--- src/rtl/xbus_pkg.sv ---
package xbus_pkg;
  localparam int DATA_W = 16;
  localparam int WADDR_W = 15;

  typedef enum logic [2:0] {
    ST_IDLE, ST_ADDR, ST_STRB, ST_WAIT, ST_DATA, ST_DONE
  } xbus_state_e;

  // width mode: 01 -> 16-bit, 10 -> 8-bit, 11 -> pin decides, 00 -> invalid
  function automatic logic width_pick(input logic [1:0] mode, input logic pin);
    case (mode)
      2'b11:   return pin;
      2'b01:   return 1'b1;
      default: return 1'b0;
    endcase
  endfunction

  function automatic logic mode_invalid(input logic [1:0] mode);
    return (mode == 2'b00);
  endfunction

  // A0 on a 16-bit cycle: set only when the odd byte alone is accessed
  function automatic logic wide_a0(input logic [1:0] be);
    return (be == 2'b10);
  endfunction

  // merge sampled AD into the read-data register
  function automatic logic [DATA_W-1:0] lane_merge(
      input logic [DATA_W-1:0] acc, input logic [DATA_W-1:0] ad,
      input logic wide, input logic [1:0] be, input logic hi_byte);
    logic [DATA_W-1:0] r;
    r = acc;
    if (wide) begin
      r[7:0]  = be[0] ? ad[7:0]  : 8'h00;
      r[15:8] = be[1] ? ad[15:8] : 8'h00;
    end else if (hi_byte) begin
      r[15:8] = ad[7:0];
    end else begin
      r[7:0] = ad[7:0];
    end
    return r;
  endfunction
endpackage

--- src/rtl/xbus_width_sel.sv ---
module xbus_width_sel
  import xbus_pkg::*;
(
  input  logic [1:0] mode_i,
  input  logic       pin_i,
  output logic       wide_o,
  output logic       bad_o
);
  always_comb begin
    wide_o = width_pick(mode_i, pin_i);
    bad_o  = mode_invalid(mode_i);
  end
endmodule

--- src/rtl/xbus_wait_ctr.sv ---
module xbus_wait_ctr #(
  parameter int WAIT_W = 3
) (
  input  logic              clk,
  input  logic              rst_n,
  input  logic              clear_i,
  input  logic              step_i,
  input  logic [WAIT_W-1:0] limit_i,
  output logic              cap_o
);
  logic [WAIT_W-1:0] cnt_q;

  always_ff @(posedge clk or negedge rst_n) begin
    if (!rst_n)       cnt_q <= '0;
    else if (clear_i) cnt_q <= '0;
    else if (step_i)  cnt_q <= cnt_q + 1'b1;
  end

  assign cap_o = (cnt_q >= limit_i);

  // a wait state is only added while under the limit
  assert_wait_cap_R4: assert property (@(posedge clk) disable iff (!rst_n)
    step_i |-> (cnt_q < limit_i));
endmodule

--- src/rtl/xbus_strobe_enc.sv ---
module xbus_strobe_enc (
  input  logic ph_addr_i,
  input  logic ph_active_i,
  input  logic ph_data_i,
  input  logic is_write_i,
  input  logic is_fetch_i,
  input  logic adv_mode_i,
  input  logic split_i,
  input  logic wide_i,
  input  logic lo_sel_i,
  input  logic hi_sel_i,
  output logic strobe_o,
  output logic rd_n_o,
  output logic wr_lo_n_o,
  output logic hi_n_o,
  output logic fetch_o
);
  logic wr_ph;
  assign wr_ph = ph_data_i & is_write_i;

  always_comb begin
    strobe_o = adv_mode_i ? ~ph_active_i : ph_addr_i;
    rd_n_o   = ~(ph_data_i & ~is_write_i);
    fetch_o  = ph_active_i & is_fetch_i & ~is_write_i;
    if (split_i) begin
      wr_lo_n_o = ~(wr_ph & lo_sel_i);
      hi_n_o    = ~(wr_ph & hi_sel_i);
    end else begin
      wr_lo_n_o = ~wr_ph;
      hi_n_o    = ~(ph_active_i & wide_i & hi_sel_i);
    end
  end
endmodule

--- src/rtl/xbus_ctrl.sv ---
module xbus_ctrl
  import xbus_pkg::*;
#(
  parameter int WAIT_W = 3
) (
  input  logic               clk,
  input  logic               rst_n,
  input  logic [1:0]         cfg_wmode,
  input  logic               cfg_adv,
  input  logic               cfg_split_wr,
  input  logic [WAIT_W-1:0]  cfg_max_wait,
  output logic               cfg_illegal,
  input  logic               req_valid,
  input  logic               req_write,
  input  logic               req_fetch,
  input  logic [WADDR_W-1:0] req_waddr,
  input  logic [1:0]         req_be,
  input  logic [DATA_W-1:0]  req_wdata,
  output logic               req_ack,
  output logic [DATA_W-1:0]  req_rdata,
  output logic [DATA_W-1:0]  bus_ad_out,
  output logic               bus_ad_oe,
  input  logic [DATA_W-1:0]  bus_ad_in,
  input  logic               bus_wide,
  input  logic               bus_ready,
  output logic               bus_strobe,
  output logic               bus_rd_n,
  output logic               bus_wr_lo_n,
  output logic               bus_hi_n,
  output logic               bus_fetch
);
  xbus_state_e state_q, state_d;
  logic               wide_q, write_q, fetch_q, byte_hi_q, two_q;
  logic [WADDR_W-1:0] waddr_q;
  logic [1:0]         be_q;
  logic [DATA_W-1:0]  wdata_q, rdata_q;

  // named internal events
  logic pick_wide, mode_bad, start_cyc, wait_step, wait_cap, wait_clr;
  logic ph_addr, ph_active, ph_data, cyc_a0, lo_sel, hi_sel, data_end;

  xbus_width_sel u_wsel (
    .mode_i (cfg_wmode),
    .pin_i  (bus_wide),
    .wide_o (pick_wide),
    .bad_o  (mode_bad)
  );

  assign cfg_illegal = mode_bad;
  assign start_cyc   = (state_q == ST_IDLE) && req_valid && !mode_bad;
  assign ph_addr     = (state_q == ST_ADDR);
  assign ph_data     = (state_q == ST_DATA);
  assign ph_active   = ph_addr || (state_q == ST_STRB) || (state_q == ST_WAIT) || ph_data;
  assign wait_clr    = ph_addr;
  assign data_end    = ph_data;

  assign cyc_a0 = wide_q ? wide_a0(be_q) : byte_hi_q;
  assign lo_sel = wide_q ? be_q[0] : ~byte_hi_q;
  assign hi_sel = wide_q ? be_q[1] : byte_hi_q;

  always_comb begin
    state_d   = state_q;
    wait_step = 1'b0;
    case (state_q)
      ST_IDLE: if (start_cyc) state_d = ST_ADDR;
      ST_ADDR: state_d = ST_STRB;
      ST_STRB: begin
        if (!bus_ready && !wait_cap) begin
          state_d   = ST_WAIT;
          wait_step = 1'b1;
        end else begin
          state_d = ST_DATA;
        end
      end
      ST_WAIT: begin
        if (bus_ready || wait_cap) state_d = ST_DATA;
        else wait_step = 1'b1;
      end
      ST_DATA: state_d = two_q ? ST_ADDR : ST_DONE;
      ST_DONE: state_d = ST_IDLE;
      default: state_d = ST_IDLE;
    endcase
  end

  xbus_wait_ctr #(.WAIT_W(WAIT_W)) u_wait (
    .clk     (clk),
    .rst_n   (rst_n),
    .clear_i (wait_clr),
    .step_i  (wait_step),
    .limit_i (cfg_max_wait),
    .cap_o   (wait_cap)
  );

  always_ff @(posedge clk or negedge rst_n) begin
    if (!rst_n) begin
      state_q   <= ST_IDLE;
      wide_q    <= 1'b0;
      write_q   <= 1'b0;
      fetch_q   <= 1'b0;
      byte_hi_q <= 1'b0;
      two_q     <= 1'b0;
      waddr_q   <= '0;
      be_q      <= '0;
      wdata_q   <= '0;
      rdata_q   <= '0;
    end else begin
      state_q <= state_d;
      if (start_cyc) begin
        wide_q    <= pick_wide;
        write_q   <= req_write;
        fetch_q   <= req_fetch;
        waddr_q   <= req_waddr;
        be_q      <= req_be;
        wdata_q   <= req_wdata;
        rdata_q   <= '0;
        two_q     <= !pick_wide && (req_be == 2'b11);
        byte_hi_q <= !pick_wide && (req_be == 2'b10);
      end else if (data_end) begin
        if (!write_q)
          rdata_q <= lane_merge(rdata_q, bus_ad_in, wide_q, be_q, byte_hi_q);
        if (two_q) begin
          two_q     <= 1'b0;
          byte_hi_q <= 1'b1;
        end
      end
    end
  end

  always_comb begin
    bus_ad_out = {waddr_q, cyc_a0};
    if (ph_data && write_q)
      bus_ad_out = wide_q ? wdata_q
                          : {8'h00, (byte_hi_q ? wdata_q[15:8] : wdata_q[7:0])};
  end
  assign bus_ad_oe = ph_active && !(ph_data && !write_q);
  assign req_ack   = (state_q == ST_DONE);
  assign req_rdata = rdata_q;

  xbus_strobe_enc u_enc (
    .ph_addr_i   (ph_addr),
    .ph_active_i (ph_active),
    .ph_data_i   (ph_data),
    .is_write_i  (write_q),
    .is_fetch_i  (fetch_q),
    .adv_mode_i  (cfg_adv),
    .split_i     (cfg_split_wr),
    .wide_i      (wide_q),
    .lo_sel_i    (lo_sel),
    .hi_sel_i    (hi_sel),
    .strobe_o    (bus_strobe),
    .rd_n_o      (bus_rd_n),
    .wr_lo_n_o   (bus_wr_lo_n),
    .hi_n_o      (bus_hi_n),
    .fetch_o     (bus_fetch)
  );

  // an invalid width setting keeps the controller idle
  assert_illegal_idle_R2: assert property (@(posedge clk) disable iff (!rst_n)
    (cfg_illegal && state_q == ST_IDLE) |=> (state_q == ST_IDLE));
  // one acknowledge per request, never two in a row
  assert_ack_single_R10: assert property (@(posedge clk) disable iff (!rst_n)
    req_ack |=> !req_ack);
  // fetch indicator never accompanies a write strobe
  assert_fetch_not_write_R9: assert property (@(posedge clk) disable iff (!rst_n)
    bus_fetch |-> bus_wr_lo_n);
  // in valid-style mode the strobe is held while reading
  assert_adv_hold_R8: assert property (@(posedge clk) disable iff (!rst_n)
    (cfg_adv && !bus_rd_n) |-> !bus_strobe);
  // read and write strobes are exclusive
  assert_rd_wr_excl_R11: assert property (@(posedge clk) disable iff (!rst_n)
    !(!bus_rd_n && !bus_wr_lo_n));
endmodule

--- config.mk ---
export PLATFORM = sky130hd
export DESIGN_NAME = xbus_ctrl
export DESIGN_NICKNAME = d
export VERILOG_FILES = /design/src/rtl/xbus_pkg.sv /design/src/rtl/xbus_width_sel.sv /design/src/rtl/xbus_wait_ctr.sv /design/src/rtl/xbus_strobe_enc.sv /design/src/rtl/xbus_ctrl.sv
export SDC_FILE = /design/constraint.sdc
export NUM_CORES = 1
export LEC_CHECK = 0
export BUFFER_PORTS_ARGS = -buffer_cell sky130_fd_sc_hd__clkbuf_2
export CAP_MARGIN = 10
export CORE_MARGIN = 1
export CORE_UTILIZATION = 40
export DETAILED_ROUTE_END_ITERATION = 6
export PLACE_DENSITY = 0.76
export SLEW_MARGIN = 10
export SYNTH_ARGS = -nofsm -noshare
export SYNTH_HDL_FRONTEND = slang
export SYNTH_SLANG_ARGS = --single-unit
--- constraint.sdc ---
create_clock -name clk -period 1.6 [get_ports clk]
set_input_delay 0.48 -clock clk [delete_from_list [all_inputs] [get_ports clk]]
set_output_delay 0.48 -clock clk [all_outputs]
set_load 0.02 [all_outputs]
==> results of run 1 <==
[cell families after synthesis]
family | synth area share
muxes | 0.160
buffers and inverters | 0.0517
AOI/OAI and AO/OA | 0.151
adders and majority gates | 0.0165
xor gates and xnor gates | 0.00290
and+or+nand+nor | 0.122
DFF | 0.496
[where the power goes]
group          internal [mW]  switching (mW)  leakage (nW)  total, mW
Clock                   1.00           0.614         0.122       1.61
Combinational           3.39            3.17          1.63       6.56
Sequential              2.24           0.637         0.746       2.87
Total                   6.63            4.42          2.50       11.0
[area by class of cell]
cell class / instances / share of cell area
clock buffer: 12 / 0.0313
clock inverter: 4 / 0.0133
inverter: 9 / 0.00783
multi-input combinational: 189 / 0.377
sequential: 60 / 0.285
tap: 99 / 0.0235
timing repair buffer: 169 / 0.262
[sequential cells by signal, indices dropped and copies added, names as in the netlist]
register,cells
u_wait.cnt_q,3
two_q,1
waddr_q,15
state_q,3
byte_hi_q,1
wide_q,1
be_q,2
write_q,1
fetch_q,1
req_rdata,16
wdata_q,16
[worst max-delay path, cell delays in order, from the launching register on]
cell and delay [ns]:
sky130_fd_sc_hd__dfrtp_1 0.48, sky130_fd_sc_hd__nand2b_4 0.19, sky130_fd_sc_hd__buf_4 0.16, sky130_fd_sc_hd__mux2i_2 0.28
sky130_fd_sc_hd__o21ai_4 0.09, sky130_fd_sc_hd__buf_2 0.16
[routing by layer]
layer / GRT usage / up-vias / share of wire
li1: - / 1322 / -
met5: 0 / - / 0
met2: 0.377 / 111 / 0.51
met1: 0.274 / 1419 / 0.41
met4: 0.108 / 0 / 0.033
met3: 0.0526 / 26 / 0.049
[worst max path at each step]
stage                                endpoint  slack (ns)  cells past startpoint
finish                          bus_ad_out[1]       -0.58                      5
global route                    bus_ad_out[0]       -0.61                      5
CTS                             bus_ad_out[0]       -0.54                      5
detailed placement  req_rdata[10]$_DFFE_PN0P_       -0.20                      6
global placement                bus_ad_out[0]       -0.17                      5
floorplan                          bus_strobe        -0.1                      4
[cell usage after synthesis (2+ instances only)]
| cell type | number |
|---|---|
| sky130_fd_sc_hd__and2_1 | 2 |
| sky130_fd_sc_hd__dfrtp_1 | 60 |
| sky130_fd_sc_hd__clkbuf_1 | 8 |
| sky130_fd_sc_hd__nand2_1 | 32 |
| sky130_fd_sc_hd__buf_2 | 4 |
| sky130_fd_sc_hd__mux2_2 | 5 |
| sky130_fd_sc_hd__a211oi_1 | 2 |
| sky130_fd_sc_hd__o211ai_1 | 2 |
| sky130_fd_sc_hd__ha_1 | 4 |
| sky130_fd_sc_hd__mux2i_1 | 9 |
| sky130_fd_sc_hd__nor2_1 | 4 |
| sky130_fd_sc_hd__nor3b_1 | 2 |
| sky130_fd_sc_hd__nor2b_1 | 11 |
| sky130_fd_sc_hd__mux2_1 | 30 |
| sky130_fd_sc_hd__a21o_1 | 2 |
| sky130_fd_sc_hd__nand2b_1 | 2 |
| sky130_fd_sc_hd__o2bb2ai_1 | 8 |
| sky130_fd_sc_hd__o2111ai_1 | 4 |
| sky130_fd_sc_hd__a21oi_1 | 19 |
| sky130_fd_sc_hd__buf_8 | 2 |
| sky130_fd_sc_hd__nand4_1 | 8 |
| sky130_fd_sc_hd__o21ai_0 | 25 |
| sky130_fd_sc_hd__inv_1 | 8 |
[timing repair]
action	4_1_cts	5_1_grt
endpoints found under the hold margin	0	0
hold buffers	0	0
pin swaps	4	18
endpoints found under the setup margin	75	80
gates resized for setup	56	76
gates cloned	1	3
buffers inserted	8	19
[per-stage QoR]
| stage | TNS, ns | setup WS, ns |
|---|---|---|
| finish | -24.78 | -0.583 |
| global route | -28.60 | -0.610 |
| CTS | -17.15 | -0.545 |
| detailed placement | -11.43 | -0.195 |
| global placement | -8.86 | -0.173 |
| floorplan | -3.32 | -0.0986 |
==> summary.log, run 1 <==
[clock_tree] number of buffers added by the clock tree synthesis step 9
[synth] most frequently used flop master after synthesis sky130_fd_sc_hd__dfrtp_1
[outcome] result of the run finished with violations
[sta] shortest clock period the worst path allows after layout 2.18 ns
[clock_tree] number of sinks handled by clock tree synthesis 60
[sta] slew at the pin with the worst max-slew slack 0.399 ns
[place] Cell Count Post-Placement 502
[sta] final number of max-transition violations 0
[drt] routed vias 2878
[run] Max-cap violations 0
[clock_tree] H-tree depth reported by CTS 3
[cells_and_area] Total Nets Final 505
[synth] gate count of the mapped netlist 276
[synth] cell area after synthesis 3030 sq um
[clock_tree] Clock Tree Buf Depth 2
[cells_and_area] sequential cell area in the final layout 1500 sq um
[place] routability cong. 0.842
[drt] total DRC errors in the routed layout 0
[cells_and_area] number of inserted filler cells in the final layout 461
[drt] number of vias per cell after detailed routing 5.31
[sta] part of the cycle the worst path needs 1.36
[min_path] Min-Delay Path Class input pin to asynchronous set/reset pin
[floorplanning] Die Width 89.0 um
[synth] register area share after synthesis 0.496
[floorplanning] row count 31
[cells_and_area] antenna cells 0
[cells_and_area] final core utilization 0.723
[synth] Post-synth ARST share 1.00
[place] Placement Cell Area 4270 sq um
[synth] Synthesized Nets 343
[power] Total Power 11.0 mW
[sta] unrepaired setup endpoints after global routing true
[synth] leading area contributor after synthesis sky130_fd_sc_hd__dfrtp_1
[power] IR drop worst, VDD 1.05 mV
[critical_path] crit path max fanout 5
[grt] first-pass GRT wire length 13200 um
[synth] Post-synth EDFFs 0
[floorplanning] Starting Density 0.415
[grt] via count of the first global-routing pass 2675
[cells_and_area] Area Growth Syn to Fin 74.4%
[sta] worst clock skew 0.0107 ns
[critical_path] endpoint of the worst-slack reg-to-reg timing path wdata_q[11]$_DFFE_PN0N_
[critical_path] startpoint type of the worst setup path flop
[sta] Final Hold Viols 0
[clock_tree] library cell used as clock root buffer sky130_fd_sc_hd__clkbuf_8
[place] buffers added on ports 102
[clock_tree] Clock Latency Late Sink 0.33 ns
[synth] top-area cell type share of the netlist area 0.496
[drt] drt initial violations 134
[synth] Netlist cell types 46
[floorplanning] die height 89.0 um
[cells_and_area] non-filler instance count after layout 542
[synth] Syn Area/Cell 11.0 sq um
[floorplanning] area inside the core boundary 7290 sq um
[grt] number of antenna violations at the first check in global routing 0
[place] placed wire-length estimate after detailed placement 6150 um
[critical_path] worst setup path startpoint wide_q$_DFFE_PN0N_
[cells_and_area] leading cell type in the layout, fill and taps excluded sky130_fd_sc_hd__clkbuf_2
[grt] global router's overall resource usage 0.225
[critical_path] Crit Reg-Reg Startpoint state_q[0]$_DFFE_PN0P_
[sta] Hold Worst Slack 0.0471 ns
[synth] top cells by area in the synthesized netlist sky130_fd_sc_hd__dfrtp_1 (50%), sky130_fd_sc_hd__mux2_1 (11%), sky130_fd_sc_hd__o21ai_0 (4.1%)
[synth] number of register bits inferred by synthesis 60
[synth] total of warnings raised by yosys 0
[grt] overflow left after global routing 0
[critical_path] slack of the worst reg-to-reg path -0.35 ns
[clock_tree] TritonCTS clock tree built
[critical_path] Required @ worst endpoint 1.12 ns
[sta] normalized max-slew margin 0.733
[drt] detailed-route wire length per cell 18.5 um
[grt] largest net degree at the start of global routing 35
[critical_path] sort of element at the end of the critical path output pin
[cells_and_area] most frequent cells in the layout sky130_fd_sc_hd__clkbuf_2 (88), sky130_fd_sc_hd__dfrtp_1 (58), sky130_fd_sc_hd__mux2_4 (35), sky130_fd_sc_hd__buf_4 (35), sky130_fd_sc_hd__buf_6 (18)
[sta] Finish-stage setup viols 76
[critical_path] worst endpoint data arrival time 1.70 ns
[outcome] violations in the final reports setup timing
[drt] drt pass-1 iters 4
[floorplanning] full die area 7920 sq um
[sta] least setup slack across all paths after layout -0.583 ns
[clock_tree] clock slew seen by the registers of the worst setup and hold paths 0.07 ns
[drt] post-route antenna net violation count 0
[power] reported leakage power 2.50 nW
[floorplanning] number of placed I/O pins 103
[drt] post-detailed-routing wire length 10000 um
[sta] Achievable Freq 458 MHz
[critical_path] path type of the worst setup path flop to output pin
[cells_and_area] share of post-route cells with drive strength above 1 0.677
[cells_and_area] post-layout instance area 5280 sq um
[cells_and_area] area of combinational cells with multiple inputs 1990 sq um
[critical_path] depth of the worst register-to-register path 7
[power] Pwr per Cell Area 2090 nW/um^2
(Power assumes the default switching activity.)
==> inputs of run 2 (changes only) <==
==> constraint.sdc (replaced) <==
create_clock -name clk -period 1.81 [get_ports clk]
set_input_delay 0.543 -clock clk [delete_from_list [all_inputs] [get_ports clk]]
set_output_delay 0.543 -clock clk [all_outputs]
set_load 0.01 [all_outputs]
==> run 2 against run 1 <==
Effect of this change: the flow still finishes with violations (setup timing); clock-buffer cell count rose by 2; global-route usage fell by 0.051 points; cell count down 3.3%; worst hold slack better by 0.15 ns; largest power group unchanged; cell area decreased by 12%.
==> summary.log, run 2 (synthesis results as in run 1) <==
[outcome] result of the run finished with violations
[outcome] violations in the final reports setup timing
[sta] Total Negative Setup Slacks -12.31 ns [+12.47 ns]
[grt] first-pass GRT wire length 13100 um [-0.74%]
[floorplanning] full die area 7920 sq um [unchanged]
[grt] number of antenna violations at the first check in global routing 0 [unchanged]
[cells_and_area] final core utilization 0.636 [-0.0879]
[drt] number of vias per cell after detailed routing 5.26 [-0.95%]
[run] Max-cap violations 0 [unchanged]
[cells_and_area] leading cell type in the layout, fill and taps excluded sky130_fd_sc_hd__clkbuf_2
[cells_and_area] antenna cells 0 [unchanged]
[place] buffers added on ports 102 [unchanged]
[critical_path] crit path max fanout 6 [+1]
[floorplanning] die height 89.0 um [unchanged]
[clock_tree] count of hold buffers inserted by post-cts repair 0 [unchanged]
[floorplanning] Die Width 89.0 um [unchanged]
[power] reported leakage power 2.30 nW [-7.9%]
[floorplanning] Starting Density 0.415 [unchanged]
[power] Pwr per Cell Area 1740 nW/um^2 [-17%]
[critical_path] sort of element at the end of the critical path output pin
[grt] overflow left after global routing 0 [unchanged]
[critical_path] worst setup path startpoint state_q[1]$_DFFE_PN0P_
[grt] largest net degree at the start of global routing 61 [+74%]
[grt] global router's overall resource usage 0.224 [-0.000505]
[critical_path] Crit Reg-Reg Startpoint state_q[2]$_DFFE_PN0P_
[clock_tree] H-tree depth reported by CTS 3 [unchanged]
[place] routability cong. 0.793 [-5.8%]
[drt] routed vias 2756 [-4.2%]
[clock_tree] number of buffers added by the clock tree synthesis step 9 [unchanged]
[drt] drt pass-1 iters 4 [unchanged]
[cells_and_area] Area Growth Syn to Fin 53.2%
[sta] final number of max-transition violations 0 [unchanged]
[clock_tree] clock slew seen by the registers of the worst setup and hold paths 0.07 ns [about the same]
[sta] least setup slack across all paths after layout -0.393 ns [+0.190 ns]
[floorplanning] area inside the core boundary 7290 sq um [unchanged]
[critical_path] capture point of the critical path bus_hi_n
[sta] worst clock skew 0.0136 ns [+0.00294 ns]
[drt] post-route antenna net violation count 0 [unchanged]
[cells_and_area] share of post-route cells with drive strength above 1 0.591 [-0.0866]
[place] placed wire-length estimate after detailed placement 5630 um [-8.4%]
[sta] unrepaired setup endpoints after global routing true
[critical_path] worst endpoint data arrival time 1.66 ns [-0.04 ns]
[critical_path] slack of the worst reg-to-reg path -0.20 ns [+0.15 ns]
[grt] via count of the first global-routing pass 2681 [+0.22%]
[place] Cell Count Post-Placement 494 [-1.6%]
[critical_path] depth of the worst register-to-register path 7 [unchanged]
[cells_and_area] Total Nets Final 488 [-3.4%]
[critical_path] path type of the worst setup path flop to output pin
[sta] slew at the pin with the worst max-slew slack 0.544 ns [+0.145 ns]
[power] Total Power 8.07 mW [-27%]
[sta] Hold Worst Slack 0.202 ns [+0.155 ns]
[floorplanning] number of placed I/O pins 103 [unchanged]
[clock_tree] number of sinks handled by clock tree synthesis 60 [unchanged]
[critical_path] endpoint of the worst-slack reg-to-reg timing path wdata_q[15]$_DFFE_PN0N_
[sta] Final Hold Viols 0 [unchanged]
[sta] Finish-stage setup viols 65 [-14%]
[min_path] Min-Delay Path Class input pin to asynchronous set/reset pin
[drt] total DRC errors in the routed layout 0 [unchanged]
[clock_tree] Clock Tree Buf Depth 2 [unchanged]
[drt] drt initial violations 142 [+6.0%]
[drt] detailed-route wire length per cell 17.0 um [-8.0%]
[clock_tree] Clock Latency Late Sink 0.34 ns [about the same]
[cells_and_area] post-layout instance area 4630 sq um [-12%]
[sta] Achievable Freq 454 MHz
[critical_path] Required @ worst endpoint 1.27 ns [+0.15 ns]
[floorplanning] row count 31 [unchanged]
[drt] post-detailed-routing wire length 8920 um [-11%]
[clock_tree] TritonCTS clock tree built
[place] Place WS -0.0891 ns [+0.106 ns]
[sta] normalized max-slew margin 0.637 [-0.0959]
[cells_and_area] most frequent cells in the layout sky130_fd_sc_hd__clkbuf_2 (89), sky130_fd_sc_hd__dfrtp_1 (57), sky130_fd_sc_hd__mux2_4 (35)
[sta] shortest clock period the worst path allows after layout 2.20 ns
[cells_and_area] non-filler instance count after layout 524 [-3.3%]
[place] Placement Cell Area 3840 sq um [-10%]
[critical_path] startpoint type of the worst setup path flop
[sta] part of the cycle the worst path needs 1.22
[clock_tree] library cell used as clock root buffer sky130_fd_sc_hd__clkbuf_8
[power] IR drop worst, VDD 0.810 mV [-23%]
run 2: critical path, cell delays in order, from the launching register on:
cell                       delay, ns
sky130_fd_sc_hd__dfrtp_1        0.40
sky130_fd_sc_hd__buf_6          0.15
sky130_fd_sc_hd__nor2_4         0.12
sky130_fd_sc_hd__xor2_2         0.09
sky130_fd_sc_hd__buf_4          0.15
sky130_fd_sc_hd__o31a_1         0.27
sky130_fd_sc_hd__clkbuf_2       0.14
run 2: cell type report:
cell class | instances | area, sq um
fill | 606 | 2660
multi-input combinational | 189 | 1760
sequential | 60 | 1510
timing repair buffer | 152 | 1030
clock buffer | 14 | 183
tap | 99 | 124
inverter | 9 | 35.0
clock inverter | 1 | 5.00
run 2: worst min-delay path by stage:
stage	from	endpoint	slack (ns)	depth (start not counted)
floorplan	rst_n	be_q[0]$_DFFE_PN0N_	0.25	0
global placement	wdata_q[7]$_DFFE_PN0N_	wdata_q[7]$_DFFE_PN0N_	0.47	1
detailed placement	waddr_q[1]$_DFFE_PN0N_	waddr_q[1]$_DFFE_PN0N_	0.48	1
CTS	rst_n	req_rdata[4]$_DFFE_PN0P_	0.22	2
global route	rst_n	req_rdata[0]$_DFFE_PN0P_	0.22	2
finish	rst_n	req_rdata[4]$_DFFE_PN0P_	0.20	2
run 2: timing repair:
item | in CTS | in global routing
gates resized for setup | 78 | 71
setup buffers | 14 | 4
setup endpoints to repair | 58 | 76
pin swaps | 4 | 18
cloned | 3 | 1
run 2: metal layers:
layer,vias to the layer above,share of wire,GRT usage
met4,0,0.020,0.0981
li1,1282,-,-
met1,1345,0.42,0.276
met5,-,0,0
met3,16,0.056,0.0489
met2,113,0.50,0.380
run 2: power breakdown:
group / internal (mW) / leakage (nW) / total, mW / switching (mW)
sequential: 1.98 / 0.745 / 2.55 / 0.568
clock: 0.638 / 0.0986 / 1.15 / 0.508
combinational: 2.39 / 1.46 / 4.37 / 1.99
total: 5.00 / 2.30 / 8.07 / 3.06
